**src/rtl/alu8_pipe.sv**
```systemverilog
module alu8_pipe #(
  parameter int OPW = 8
) (
  input  logic                 clk,
  input  logic                 rst,
  input  logic                 start,
  input  logic [1:0]           op,
  input  logic [OPW-1:0]       a,
  input  logic [OPW-1:0]       b,
  output logic [2*OPW-1:0]     res
);
  localparam int RW = 2 * OPW;

  logic [1:0]     cap_op;
  logic [OPW-1:0] cap_a, cap_b;
  logic [RW-1:0]  mid_q, out_q, calc;

  logic [OPW:0]   sum;
  logic [RW-1:0]  prod;

  assign sum  = {1'b0, cap_a} + {1'b0, cap_b};
  assign prod = RW'(cap_a) * RW'(cap_b);

  always_comb begin
    case (cap_op)
      2'b00:   calc = RW'(sum);
      2'b01:   calc = prod;
      2'b10:   calc = RW'(cap_a | cap_b);
      default: calc = RW'(cap_a & cap_b);
    endcase
  end

  always_ff @(posedge clk) begin
    if (rst) begin
      cap_op <= '0;
      cap_a  <= '0;
      cap_b  <= '0;
      mid_q  <= '0;
      out_q  <= '0;
    end else begin
      if (start) begin
        cap_op <= op;
        cap_a  <= a;
        cap_b  <= b;
      end
      mid_q <= calc;
      out_q <= mid_q;
    end
  end

  assign res = out_q;
endmodule


```
**config.mk**
```make
export PLATFORM = sky130hd
export DESIGN_NAME = alu8_pipe
export DESIGN_NICKNAME = d
export VERILOG_FILES = /design/src/rtl/alu8_pipe.sv
export SDC_FILE = /design/constraint.sdc
export NUM_CORES = 1
export LEC_CHECK = 0
export BUFFER_PORTS_ARGS = -buffer_cell sky130_fd_sc_hd__buf_2
export CORE_UTILIZATION = 30
export CTS_CLUSTER_DIAMETER = 60
export CTS_CLUSTER_SIZE = 25
export DETAILED_ROUTE_END_ITERATION = 7
export GPL_TIMING_DRIVEN = 0
export PLACE_DENSITY = 0.52
export SETUP_SLACK_MARGIN = 0.15
export SYNTH_ARGS = -nofsm -noshare
export SYNTH_HDL_FRONTEND = slang
export SYNTH_SLANG_ARGS = --single-unit
```
**constraint.sdc**
```tcl
create_clock -name clk -period 10.3 [get_ports clk]
set_input_delay 2.06 -clock clk [delete_from_list [all_inputs] [get_ports clk]]
set_output_delay 2.06 -clock clk [all_outputs]
set_load 0.005 [all_outputs]
```
==> impl_results.md <==
- Post-cts resize count: 0
- Drt drc: 0
- Fmax: between 0.2 and 0.25 GHz
- Register area share after synthesis: a little under a quarter
- Total GRT Usage: roughly 14%
- Post-Syn Nets: about 580
- Post-synth EDFFs: 0
- Hold path cells: 1
- Reg-to-Reg Start: cap_b[6]
- Non-Filler Instances: slightly below 700
- Final #Nets: around 630
- Crit path time final: around 4500 ps
- Cell area after synthesis: about 4200 µm²
- RSZ-0062 raised after global routing: no
- DRT Pass-1 Iters: 4
- H-tree depth: 2
- Tightest Hold Check Type: register to register
- Syn. warnings: 0
- Top post-synthesis cells by area: dfxtp_1 (24%), fa_1 (18%), ha_1 (15%)
- Vias in the first global route: 3449
- Worst vdd ir: approximately 0.05 mV
- Largest net degree at the start of global routing: 16
- Overall Power: between 400 and 500 µW
- Tcrit/Tclk final: ~43%
- Layout cells sized above 1: around 11%
- Die Ht: about 120 µm
- Worst Setup Path Type: register to register
- Placed Cells: between 600 and 700
- Reg clk slew, reported paths: 70 ps
- Remaining global-route overflow: 0
- PwrDens: around 100 nW/µm²
- Initial Utilization: 31.24%
- Critical path data required time: around 10000 ps
- Post-synth top cells: nor2_1 (86), inv_1 (72), ha_1 (52), dfxtp_1 (50), fa_1 (37)
- Initial antenna violation count: 0
- Ant. Diodes: 0
- CP startpoint kind: register
- IO Pins: 37
- Worst skew pair latency: approximately 300 ps
- Reg2reg end: mid_q[15]
- Wire per inst: around 14 µm
- Synth Register Bits: 50
- Longest Clk Path Bufs: 2
- Yosys top cell area share: roughly a quarter
- Most frequent cell after synthesis: nor2_1
- Max FO, Critical Path: 6
- IO Port Bufs: 34
- Clk sinks: 50
- Worst Setup End Kind: register
- Setup TNS: 0 ps
- CTS tree: yes
- Count of final setup violators: 0
- Rows: 42
- Dpl hpwl: ~7.7 mm
- WHS: ~430 ps
- Status: completed
- Tightest Pin Transition: between 500 and 600 ps
- Unique masters post-synth: 44
- Post-CTS Hold Buffers: 0
- DRT iter0 DRCs: between 100 and 150
- WP data arrival: 4630 ps
- Share of flip-flops with an asynchronous set or reset: 0%
- Post-route clock skew: about 11 ps
- Worst hold path endpoint: res[7]
- Die ar.: between 10000 and 15000 µm²
- Post-CTS setup buffer count: 0
- Die width: about 120 µm
- HP Start: mid_q[7]
- Buffer type at the clock tree root: clkbuf_16
- Slew headroom: between 60 and 70%
- Total core area: around 13000 µm²
- Final hold violations: 0
- Gp weighted congestion: roughly 0.86
- Final Slew Violations: 0
- Cts bufs inserted: 5
- Vias per inst: roughly 4.7
- ANT nets after route: 0
- Leak: approximately 2.4 nW
- Via count: 3271
- Cells after Synth: about 470
- Avg Synthesized Cell Area: approximately 8.9 µm²
- Global-route wire length before repair: roughly 16 mm
- Top_reg_cell synth: dfxtp_1
- Layout area overhead: 12.68%
- Routed WL: 9.452 mm
- R2R cell count: 14
- Cell taking the most area after synthesis: dfxtp_1
- # Max-Cap Violations: 0
- Reg2reg setup slack: slightly below 6000 ps
## logic make-up after synthesis
group           after synthesis  synth area share (%)
flops                        50                 23.82
xor+xnor                     12                 2.501
buf+inv                      87                 7.889
simple gates                155                 16.70
mux                          24                 6.311
fa+ha+maj                    89                 33.10
compound gates               57                 9.676
## cell type report
class                      count  area (µm²)
tap                          176       220.2
sequential                    50        1001
timing repair buffer          34       170.2
buffer                        13       53.80
fill                        1435        8717
inverter                      74       277.8
clock inverter                 2       13.76
multi-input combinational    337        2870
clock buffer                   6       128.9
## worst max-delay path: stages, from the launching register on
cell	delay, ps
dfxtp_1	440
inv_1	180
nor2_1	180
fa_1	460
fa_1	510
fa_1	560
inv_1	60
fa_1	410
inv_1	60
ha_1	290
a21o_1	230
or3_1	330
o211ai_2	180
a21oi_1	90
nor3b_1	360
## how the worst max path moves through the flow
stage                   from        end  slack [ps]  cells after the start
floorplan           cap_a[1]  mid_q[14]        6320                     15
finish              cap_b[6]  mid_q[15]        5830                     14
global route        cap_b[7]  mid_q[14]        5450                     14
detailed placement  cap_b[7]  mid_q[15]        5850                     14
global placement    cap_b[6]  mid_q[15]        5790                     14
CTS                 cap_b[7]  mid_q[14]        5810                     14
## flip-flops by register name, summed over array words and instances, names as in the netlist
register	flops
res	16
cap_a	8
cap_b	8
mid_q	16
cap_op	2
## cells in the final DEF (no fill, tap or decap), drive strengths merged, types with 8 or more instances in the layout
| cell | count |
|---|---|
| nor2 | 86 |
| inv | 72 |
| ha | 52 |
| dfxtp | 50 |
| buf | 39 |
| fa | 37 |
| nand2 | 23 |
| mux2i | 22 |
| a21oi | 19 |
| nor2b | 18 |
| clkbuf | 14 |
| o21ai | 11 |
| xor2 | 9 |
| nand3 | 8 |
## stage by stage
stage	setup WS (ps)	instance area (µm²)	utilization [%]
global route	5446	4736	35.20
CTS	5806	4736	35.20
global placement	5786	4593	34.14
detailed placement	5845	4593	34.14
floorplan	6318	4203	-
finish	5829	4736	35.20
## where the power goes
group | switching (mW) | total, mW | internal (mW)
logic | 0.0591 | 0.0992 | 0.0401
registers | 0.00637 | 0.209 | 0.203
clock network | 0.0733 | 0.164 | 0.0902
## metal layers
metal  GRT usage, %  wire length, µm  vias to the layer above
met1          17.55             4268                     1575
met3          2.358              428                       13
met4          5.478              206                        0
met5              0                0                        -
li1               -                -                     1622
met2          24.82             4550                       61
Note: power is estimated with default switching activity, not from simulation.
